===== src/rtl/zsk_pkg.sv =====
package zsk_pkg;
   // where the next partial product is parked
   typedef enum logic {
      ROUTE_BYPASS = 1'b0,
      ROUTE_FEEDER = 1'b1
   } route_e;

   localparam int unsigned MIN_WIDTH = 2;
endpackage


===== src/rtl/zsk_rca.sv =====
module zsk_rca #(
   parameter int unsigned WIDTH = 16
) (
   input  logic [WIDTH-1:0] x,
   input  logic [WIDTH-1:0] y,
   output logic [WIDTH:0]   s
);
   logic [WIDTH:0] c;
   assign c[0] = 1'b0;

   for (genvar i = 0; i < WIDTH; i++) begin : g_fa
      assign s[i]   = x[i] ^ y[i] ^ c[i];
      assign c[i+1] = (x[i] & y[i]) | (c[i] & (x[i] ^ y[i]));
   end

   assign s[WIDTH] = c[WIDTH];
endmodule


===== src/rtl/zsk_ring.sv =====
module zsk_ring #(
   parameter int unsigned WIDTH = 16
) (
   input  logic             clk,
   input  logic             rst,
   input  logic             load,
   output logic [WIDTH-1:0] hot,
   output logic             busy,
   output logic             done
);
   always_ff @(posedge clk) begin
      if (rst) begin
         hot  <= '0;
         done <= 1'b0;
      end else begin
         done <= hot[WIDTH-1];
         if (load) hot <= {{(WIDTH-1){1'b0}}, 1'b1};
         else      hot <= {hot[WIDTH-2:0], 1'b0};
      end
   end

   assign busy = |hot;


   ring_onehot_chk: assert property (@(posedge clk) disable iff (rst) $onehot0(hot));

   done_pulse_chk: assert property (@(posedge clk) disable iff (rst) done |=> !done);

   done_idle_chk: assert property (@(posedge clk) disable iff (rst) done |-> !busy);
endmodule


===== src/rtl/zsk_lowbank.sv =====
module zsk_lowbank #(
   parameter int unsigned WIDTH = 16
) (
   input  logic             clk,
   input  logic             rst,
   input  logic [WIDTH-1:0] en,
   input  logic             bit_in,
   output logic [WIDTH-1:0] q
);
   for (genvar i = 0; i < WIDTH; i++) begin : g_cell
      always_ff @(posedge clk) begin
         if (rst)        q[i] <= 1'b0;
         else if (en[i]) q[i] <= bit_in;
      end
   end


   low_hold_chk: assert property (@(posedge clk) disable iff (rst) (en == '0) |=> $stable(q));
endmodule


===== src/rtl/zsk_mult.sv =====
module zsk_mult #(
   parameter int unsigned WIDTH = 16
) (
   input  logic               clk,
   input  logic               rst,
   input  logic               start,
   input  logic [WIDTH-1:0]   a_in,
   input  logic [WIDTH-1:0]   b_in,
   output logic [2*WIDTH-1:0] product,
   output logic               done
);
   import zsk_pkg::*;

   initial begin
      width_ok_chk: assert (WIDTH >= MIN_WIDTH) else $error("zsk_mult: WIDTH below minimum");
   end

   logic [WIDTH-1:0] a_q, b_q, feeder, bypass, hot, low_bits;
   logic [WIDTH:0]   add_out, sum;
   logic [WIDTH-1:0] pp_next;
   logic             busy, load, cur_bit, next_bit;
   route_e           route;

   assign load = start & ~busy;

   zsk_ring #(.WIDTH(WIDTH)) u_ring (
      .clk(clk), .rst(rst), .load(load), .hot(hot), .busy(busy), .done(done)
   );

   zsk_rca #(.WIDTH(WIDTH)) u_add (.x(a_q), .y(feeder), .s(add_out));

   assign cur_bit  = |(hot & b_q);
   assign next_bit = busy ? |({hot[WIDTH-2:0], 1'b0} & b_q) : b_in[0];
   assign route    = next_bit ? ROUTE_FEEDER : ROUTE_BYPASS;
   assign sum      = cur_bit ? add_out : {1'b0, bypass};
   assign pp_next  = load ? '0 : sum[WIDTH:1];

   always_ff @(posedge clk) begin
      if (rst) begin
         a_q    <= '0;
         b_q    <= '0;
         feeder <= '0;
         bypass <= '0;
      end else begin
         if (load) begin
            a_q <= a_in;
            b_q <= b_in;
         end
         if (load || busy) begin
            if (route == ROUTE_FEEDER) feeder <= pp_next;
            else                       bypass <= pp_next;
         end
      end
   end

   zsk_lowbank #(.WIDTH(WIDTH)) u_low (
      .clk(clk), .rst(rst), .en(hot), .bit_in(sum[0]), .q(low_bits)
   );

   assign product = {bypass, low_bits};


   opnd_hold_chk: assert property (@(posedge clk) disable iff (rst)
      busy |=> ($stable(a_q) && $stable(b_q)));

   feeder_quiet_chk: assert property (@(posedge clk) disable iff (rst)
      (busy && !next_bit) |=> $stable(feeder));

   idle_hold_chk: assert property (@(posedge clk) disable iff (rst)
      (!busy && !start) |=> $stable(product));
endmodule


===== config.mk =====
export PLATFORM = sky130hd
export DESIGN_NAME = zsk_mult
export DESIGN_NICKNAME = d
export VERILOG_FILES = /design/src/rtl/zsk_pkg.sv /design/src/rtl/zsk_rca.sv /design/src/rtl/zsk_ring.sv /design/src/rtl/zsk_lowbank.sv /design/src/rtl/zsk_mult.sv
export SDC_FILE = /design/constraint.sdc
export NUM_CORES = 1
export LEC_CHECK = 0
export ABC_CLOCK_PERIOD_IN_PS = 7200
export BUFFER_PORTS_ARGS = -buffer_cell sky130_fd_sc_hd__buf_4
export CAP_MARGIN = 15
export CORE_MARGIN = 4
export CORE_UTILIZATION = 55
export CTS_CLUSTER_DIAMETER = 50
export DETAILED_ROUTE_END_ITERATION = 8
export GPL_TIMING_DRIVEN = 0
export PLACE_DENSITY_LB_ADDON = 0.12
export REMOVE_ABC_BUFFERS = 1
export SLEW_MARGIN = 5
export SYNTH_ARGS = -nofsm -noshare
export SYNTH_HDL_FRONTEND = slang
export SYNTH_SLANG_ARGS = --single-unit

===== constraint.sdc =====
create_clock -name clk -period 7.2 [get_ports clk]
set_input_delay 0.36 -clock clk [delete_from_list [all_inputs] [get_ports clk]]
set_output_delay 0.36 -clock clk [all_outputs]
set_load 0.02 [all_outputs]

==> results of run 1 <==
## layout make-up
class | count | area, µm²
fill | 557 | 2150
sequential | 97 | 1940
multi-input combinational | 249 | 1730
timing repair buffer | 73 | 583
clock buffer | 11 | 141
tap | 96 | 120
inverter | 20 | 75.1
clock inverter | 5 | 55.1
## cell usage in the layout (no fill, tap or decap), types with 2 or more instances in the layout
cell type and n:
sky130_fd_sc_hd__nor2b_1 2, sky130_fd_sc_hd__o21ai_0 2, sky130_fd_sc_hd__clkinvlp_4 2, sky130_fd_sc_hd__o2bb2ai_1 14, sky130_fd_sc_hd__a211oi_2 10, sky130_fd_sc_hd__buf_6 2, sky130_fd_sc_hd__fa_1 15, sky130_fd_sc_hd__a21oi_1 34
sky130_fd_sc_hd__clkbuf_8 10, sky130_fd_sc_hd__a22oi_1 6, sky130_fd_sc_hd__a211oi_1 7, sky130_fd_sc_hd__buf_4 69, sky130_fd_sc_hd__nand2_1 66, sky130_fd_sc_hd__a221oi_1 4, sky130_fd_sc_hd__mux2i_1 15, sky130_fd_sc_hd__nor2_1 20
sky130_fd_sc_hd__and4_1 2, sky130_fd_sc_hd__clkinv_2 2, sky130_fd_sc_hd__nor4_1 4, sky130_fd_sc_hd__dfxtp_1 97, sky130_fd_sc_hd__and2_1 17, sky130_fd_sc_hd__o22ai_1 15, sky130_fd_sc_hd__a22o_1 4, sky130_fd_sc_hd__inv_1 20
## per-stage QoR
stage / hold WS (ps) / setup slack (ps)
floorplan: 425 / 734
global placement: 447 / 484
detailed placement: 448 / 441
CTS: 235 / 424
global route: 243 / 217
finish: 242 / 487
## worst min path at each step
| stage | to | slack, ps | cells after the start |
|---|---|---|---|
| 6_report | a_q[6] | 240 | 3 |
| 5_1_grt | a_q[5] | 240 | 3 |
| 4_1_cts | a_q[12] | 240 | 3 |
| 3_5_place_dp | a_q[14] | 450 | 2 |
| 3_3_place_gp | a_q[14] | 450 | 2 |
| 2_1_floorplan | u_low.q[10] | 420 | 1 |
## cells by family after synthesis
family / Yosys count / share of synthesized area, %
DFF: 97 / 50.4
adders and majority gates: 16 / 8.12
muxes: 16 / 4.26
and+or+nand+nor: 115 / 13.3
AOI/OAI and AO/OA: 102 / 19.2
buffers and inverters: 41 / 4.71
## worst max-delay path, stage by stage, from the launching register on
cell	delay (ps)
sky130_fd_sc_hd__dfxtp_1	320
sky130_fd_sc_hd__ha_1	200
sky130_fd_sc_hd__fa_1	390
sky130_fd_sc_hd__fa_1	400
sky130_fd_sc_hd__fa_1	420
sky130_fd_sc_hd__fa_1	390
sky130_fd_sc_hd__fa_1	390
sky130_fd_sc_hd__fa_1	390
sky130_fd_sc_hd__fa_1	390
sky130_fd_sc_hd__fa_1	380
sky130_fd_sc_hd__fa_1	380
sky130_fd_sc_hd__fa_1	390
sky130_fd_sc_hd__fa_1	400
sky130_fd_sc_hd__fa_1	400
sky130_fd_sc_hd__fa_1	360
sky130_fd_sc_hd__inv_1	70
sky130_fd_sc_hd__fa_1	160
sky130_fd_sc_hd__inv_1	50
sky130_fd_sc_hd__fa_1	420
sky130_fd_sc_hd__mux2i_1	180
sky130_fd_sc_hd__o22ai_1	100
## where the power goes
group | switching [mW] | internal [mW]
combinational | 0.0449 | 0.0334
sequential | 0.0116 | 0.550
clock | 0.179 | 0.169
total | 0.235 | 0.752
## per-layer routing
layer,up-vias,global-route usage [%],wire length [µm]
li1,1470,-,-
met1,1409,27.9,3860
met2,74,31.2,3680
met3,14,3.53,411
met4,0,8.79,151
met5,-,0,0
## state kept, by name (all words and copies together), names as in the netlist
signal / count
a_q: 16
b_q: 16
bypass: 16
feeder: 16
u_low.q: 16
u_ring.hot: 16
u_ring.done: 1
==> flow_metrics.env, run 1 <==
export IMPL_yosys_cell_types=35
export IMPL_top_area_cell_type_share_of_the_netlist_area_pct=50.4
export IMPL_num_io_pins=68
export IMPL_largest_net_degree_at_the_start_of_global_routing=58
export IMPL_finalWorstPathRequiredPeriod_ps=6710
export IMPL_clk_latency_ps=350
export IMPL_grt_util_all_layers_pct=20.2
export IMPL_cp_startpoint="a_q[0]"
export IMPL_r2r_cells=20
export IMPL_dr_first_iter_drc_count=143
export IMPL_critPathKind="reg2reg"
export IMPL_reg2reg_from="a_q[0]"
export IMPL_drt_first_pass_iters=4
export IMPL_grt_antenna_before_repair=0
export IMPL_cts_tree="done"
export IMPL_synth_top_cells_by_count="sky130_fd_sc_hd__dfxtp_1 (97), sky130_fd_sc_hd__nand2_1 (66), sky130_fd_sc_hd__a21oi_1 (34)"
export IMPL_rows=30
export IMPL_timing_clock_skew_ps=8.03
export IMPL_final_hold_violation_count=0
export IMPL_final_cell_count_no_fill=551
export IMPL_post_layout_total_power_uw=987
export IMPL_clock_path_buffers=2
export IMPL_grt_pass1_wl_um=13600
export IMPL_share_of_final_layout_standard_cells_stronger_than_drive_strength_1_pct=22.0
export IMPL_core_footprint_mm2=0.00679
export IMPL_place_gp_congestion=0.794
export IMPL_fp_dieH_um=91.7
export IMPL_power_per_cell_area_mw_per_mm2=213
export IMPL_max_slew_margin_pct=25.2
export IMPL_postSynth_asyncResetShare_pct=0
export IMPL_postPlaceCellArea_mm2=0.00438
export IMPL_number_of_setup_violations_in_the_final_report=0
export IMPL_finish_net_count=501
export IMPL_reg2reg_slack_ps=490
export IMPL_areaGrowthSynthToFinish_pct=20.6
export IMPL_vias_after_detailed_routing=2967
export IMPL_synth_area_top_cells="sky130_fd_sc_hd__dfxtp_1 (50%), sky130_fd_sc_hd__fa_1 (7.8%), sky130_fd_sc_hd__nand2_1 (6.4%)"
export IMPL_placed_cells_incl_taps=530
export IMPL_dominantRegCellSynth="sky130_fd_sc_hd__dfxtp_1"
export IMPL_p_leak_nw=1.92
export IMPL_clock_tree_sinks=97
export IMPL_num_antenna_cells=0
export IMPL_post_cts_setup_buffers=0
export IMPL_ys_ff_latch=97
export IMPL_setup_tns_final_ps=0
export IMPL_post_cts_resized=0
export IMPL_synth_sequential_area_ratio_pct=50.4
export IMPL_cp_data_arrival_time_ps=6930
export IMPL_global_route_overflow_total=0
export IMPL_h_tree_depth=3
export IMPL_final_period_utilization_pct=93.2
export IMPL_hold_path_startpoint="a_in[6]"
export IMPL_synthCells=387
export IMPL_initial_utilization_pct=56.7
export IMPL_critical_path_reg2reg_endpoint="feeder[14]"
export IMPL_worst_slew_pin_transition_ps=1120
export IMPL_first_global_vias=2869
export IMPL_routed_via_density=5.38
export IMPL_post_drt_wl_per_cell_um=14.7
export IMPL_finalMaxSlewViolations=0
export IMPL_run_status="finished, final reports clean"
export IMPL_die_area_mm2=0.00841
export IMPL_detail_route_drc_violations=0
export IMPL_postLayoutCellArea_mm2=0.00464
export IMPL_min_delay_path_class="in2reg"
export IMPL_synth_area_mm2=0.00385
export IMPL_crit_path_start_kind="flop"
export IMPL_worst_ir_drop_vdd_uv=136
export IMPL_timing_fmax_ghz=0.149
export IMPL_cts_made_buffers=9
export IMPL_portbufs=67
export IMPL_synth_most_common_cell="sky130_fd_sc_hd__dfxtp_1"
export IMPL_clock_transition_at_the_registers_of_the_reported_paths_ps=90
export IMPL_fp_dieW_um=91.7
export IMPL_crit_fanout=2
export IMPL_clk_root_buf="sky130_fd_sc_hd__clkbuf_8"
export IMPL_drt_wl_total_um=8100
export IMPL_synth_edff_count=0
export IMPL_timing_critical_path_to_type="flop"
export IMPL_yosysWarnings=0
export IMPL_cts_hold_buffers=0
export IMPL_worst_setup_path_endpoint="feeder[14]"
export IMPL_synth_area_per_cell_um2=9.95
export IMPL_synth_area_leader_cell="sky130_fd_sc_hd__dfxtp_1"
export IMPL_drt_antenna_violating_nets=0
export IMPL_drv_max_cap_violation_count=0
export IMPL_post_dp_hpwl_um=5600
export IMPL_final_core_utilization_pct=68.4
export IMPL_worst_endpoint_required_ps=7410
export IMPL_rsz0062_at_grt="no"
Note: power is estimated with default switching activity, not from simulation.
==> run 2, diff against run 1 <==
--- a/config.mk
+++ b/config.mk
@@ -5,7 +5,7 @@
 export SDC_FILE = /design/constraint.sdc
 export NUM_CORES = 1
 export LEC_CHECK = 0
-export ABC_CLOCK_PERIOD_IN_PS = 7200
+export ABC_CLOCK_PERIOD_IN_PS = 6400
 export BUFFER_PORTS_ARGS = -buffer_cell sky130_fd_sc_hd__buf_4
 export CAP_MARGIN = 15
 export CORE_MARGIN = 4
@@ -15,7 +15,7 @@
 export GPL_TIMING_DRIVEN = 0
 export PLACE_DENSITY_LB_ADDON = 0.12
 export REMOVE_ABC_BUFFERS = 1
-export SLEW_MARGIN = 5
+export SLEW_MARGIN = 20
 export SYNTH_ARGS = -nofsm -noshare
 export SYNTH_HDL_FRONTEND = slang
 export SYNTH_SLANG_ARGS = --single-unit
==> constraint.sdc (replaced) <==
create_clock -name clk -period 6.4 [get_ports clk]
set_input_delay 0.32 -clock clk [delete_from_list [all_inputs] [get_ports clk]]
set_output_delay 0.32 -clock clk [all_outputs]
set_load 0.02 [all_outputs]
==> run 2 against run 1 <==
Effect of this change:
- critical endpoint unchanged
- combinational power increased by 8.4%
- final cell count decreased by 0.73%
- non-clock buffer count decreased by 4
- final area increased by 0.81%
- first-iteration DRC count up 21%
- setup slack got worse by 260 ps
- clock skew hardly changed
- clock-buffer cell count rose by 1
- die area did not move
- clock power is 27% higher
- global-route usage up 0.19 points
==> flow_metrics.env, run 2 (synthesis results as in run 1) <==
export IMPL_portbufs=67
export IMPL_num_antenna_cells=0
export IMPL_cp_startpoint="a_q[0]"
export IMPL_initial_utilization_pct=56.7
export IMPL_critical_path_reg2reg_endpoint="feeder[14]"
export IMPL_core_footprint_mm2=0.00679
export IMPL_worst_slew_pin_transition_ps=840
export IMPL_drt_antenna_violating_nets=0
export IMPL_switchingPower_uw=264
export IMPL_largest_net_degree_at_the_start_of_global_routing=58
export IMPL_place_gp_congestion=0.794
export IMPL_worst_path_setup_slack_after_routing_ps=227
export IMPL_crit_cells=20
export IMPL_rsz0062_at_grt="yes"
export IMPL_clock_path_buffers=2
export IMPL_power_per_cell_area_mw_per_mm2=247
export IMPL_drv_max_cap_violation_count=0
export IMPL_p_leak_nw=1.88
export IMPL_finish_net_count=497
export IMPL_clock_transition_at_the_registers_of_the_reported_paths_ps=90
export IMPL_grt_util_all_layers_pct=20.4
export IMPL_rows=30
export IMPL_clk_latency_ps=350
export IMPL_setup_tns_final_ps=0
export IMPL_critPathSlowestCell="sky130_fd_sc_hd__fa_1"
export IMPL_final_hold_worst_slack_ps=203
export IMPL_cts_made_buffers=9
export IMPL_vias_after_detailed_routing=2931
export IMPL_cp_data_arrival_time_ps=6380
export IMPL_die_area_mm2=0.00841
export IMPL_areaGrowthSynthToFinish_pct=21.6
export IMPL_hold_path_startpoint="a_in[6]"
export IMPL_number_of_setup_violations_in_the_final_report=0
export IMPL_grt_pass1_wl_um=13700
export IMPL_h_tree_depth=3
export IMPL_reg2reg_slack_ps=230
export IMPL_timing_fmax_ghz=0.162
export IMPL_final_cell_count_no_fill=547
export IMPL_worst_endpoint_required_ps=6600
export IMPL_worst_ir_drop_vdd_uv=123
export IMPL_post_drt_wl_per_cell_um=14.7
export IMPL_crit_path_start_kind="flop"
export IMPL_drt_first_pass_iters=4
export IMPL_clk_root_buf="sky130_fd_sc_hd__clkbuf_8"
export IMPL_r2r_cells=20
export IMPL_timing_critical_path_to_type="flop"
export IMPL_detail_route_drc_violations=0
export IMPL_first_global_vias=2855
export IMPL_critical_path_cell_chain="ha_1, fa_2, fa_2, fa_2, fa_2, fa_2, fa_2, fa_2, fa_2, fa_2, fa_2, fa_2, fa_2, fa_1, inv_1, fa_1, inv_1, fa_1, mux2i_1, o22ai_1"
export IMPL_cts_hold_buffers=0
export IMPL_routed_via_density=5.36
export IMPL_power_clock_fraction_pct=38.1
export IMPL_power_switching_share_pct=22.8
export IMPL_drt_wl_total_um=8030
export IMPL_reg2reg_from="a_q[0]"
export IMPL_power_internal_uw=894
export IMPL_detailedPlace_worstSlack_ps=-357
export IMPL_cts_tree="done"
export IMPL_comb_power_share_pct=7.3
export IMPL_final_hold_violation_count=0
export IMPL_share_of_final_layout_standard_cells_stronger_than_drive_strength_1_pct=25.1
export IMPL_critPathKind="reg2reg"
export IMPL_clock_tree_sinks=97
export IMPL_num_io_pins=68
export IMPL_min_delay_path_class="in2reg"
export IMPL_final_period_utilization_pct=96.4
export IMPL_layout_common_cells="sky130_fd_sc_hd__dfxtp_1 (96), sky130_fd_sc_hd__buf_4 (67), sky130_fd_sc_hd__nand2_1 (65)"
export IMPL_fp_dieW_um=91.7
export IMPL_post_dp_hpwl_um=5540
export IMPL_crit_top_cell="sky130_fd_sc_hd__fa_2"
export IMPL_finalWorstPathRequiredPeriod_ps=6170
export IMPL_path_buf_inv=2
export IMPL_timing_critical_path_slowest_cell_delay_ps=420
export IMPL_most_common_cell_after_layout_fill_and_taps_aside="sky130_fd_sc_hd__dfxtp_1"
export IMPL_worst_path_dominant_cell_family="adder cells"
export IMPL_sequential_power_share_pct=54.5
export IMPL_run_status="finished, final reports clean"
export IMPL_finalMaxSlewViolations=0
export IMPL_placed_cells_incl_taps=530
export IMPL_crit_fanout=2
export IMPL_post_layout_total_power_mw=1.16
export IMPL_worst_setup_path_endpoint="feeder[14]"
export IMPL_max_slew_margin_pct=44.0
export IMPL_global_route_overflow_total=0
export IMPL_dr_first_iter_drc_count=173
export IMPL_timing_clock_skew_ps=7.80
export IMPL_fp_dieH_um=91.7
export IMPL_grt_antenna_before_repair=0
## run 2: cell count changes in the layout (fill, tap and decap cells not counted), moves of 2 or more
cell                       change
sky130_fd_sc_hd__buf_4         -2
sky130_fd_sc_hd__fa_1         -12
sky130_fd_sc_hd__clkinv_2      -2
sky130_fd_sc_hd__buf_6         -2
sky130_fd_sc_hd__fa_2         +12
## run 2: through the flow
stage | cell area (µm²) | util (%)
after floorplan | 3740 | -
after global placement | 4370 | 64.3
after detailed placement | 4390 | 64.6
after CTS | 4640 | 68.3
after global routing | 4680 | 68.9
final | 4680 | 68.9
## run 2: final cells by class
class | count | area (µm²)
Clock inverter | 4 | 75.1
Tap cell | 96 | 120
Sequential cell | 97 | 1940
Inverter | 20 | 75.1
Clock buffer | 12 | 155
Fill cell | 531 | 2110
Multi-Input combinational cell | 249 | 1780
Timing Repair Buffer | 69 | 533
## run 2: routing by layer
metal	up-vias	track usage [%]	part of all wire (%)
li1	1467	-	-
met1	1371	29.0	47
met2	76	29.9	46
met3	17	4.10	5.0
met4	0	8.92	1.9
met5	-	0	0
## run 2: what timing repair did
action | 4_1_cts | 5_1_grt
endpoints found under the hold margin | 0 | 0
resized for setup | 8 | 5
setup endpoints to repair | 6 | 2
setup buffers | 0 | 0
## run 2: power by group through the flow
stage | Combinational, mW | Clock [mW] | Sequential (mW)
6_report | 0.0849 | 0.442 | 0.632
5_1_grt | 0.0959 | 0.477 | 0.634
4_1_cts | 0.0834 | 0.452 | 0.632
3_5_place_dp | 0.0829 | 0 | 0.646
3_3_place_gp | 0.0790 | 0 | 0.645
2_1_floorplan | 0.0420 | 0 | 0.643
## run 2: how the worst min path moves through the flow
stage / to / slack (ps) / cells past startpoint
6_report: a_q[6] / 200 / 3
3_5_place_dp: a_q[14] / 450 / 2
4_1_cts: a_q[12] / 190 / 3
5_1_grt: a_q[12] / 200 / 3
2_1_floorplan: u_low.q[10] / 380 / 1
3_3_place_gp: a_q[14] / 450 / 2
## run 2: worst reg2reg max path, cell delays in order, from the launching register on
cell and delay, ps:
sky130_fd_sc_hd__dfxtp_2 330, sky130_fd_sc_hd__ha_1 200, sky130_fd_sc_hd__fa_2 350, sky130_fd_sc_hd__fa_2 350, sky130_fd_sc_hd__fa_2 360, sky130_fd_sc_hd__fa_2 350
sky130_fd_sc_hd__fa_2 350, sky130_fd_sc_hd__fa_2 340, sky130_fd_sc_hd__fa_2 340, sky130_fd_sc_hd__fa_2 340, sky130_fd_sc_hd__fa_2 340, sky130_fd_sc_hd__fa_2 340
sky130_fd_sc_hd__fa_2 350, sky130_fd_sc_hd__fa_2 350, sky130_fd_sc_hd__fa_1 360, sky130_fd_sc_hd__inv_1 70, sky130_fd_sc_hd__fa_1 160, sky130_fd_sc_hd__inv_1 50
sky130_fd_sc_hd__fa_1 420, sky130_fd_sc_hd__mux2i_1 180, sky130_fd_sc_hd__o22ai_1 90
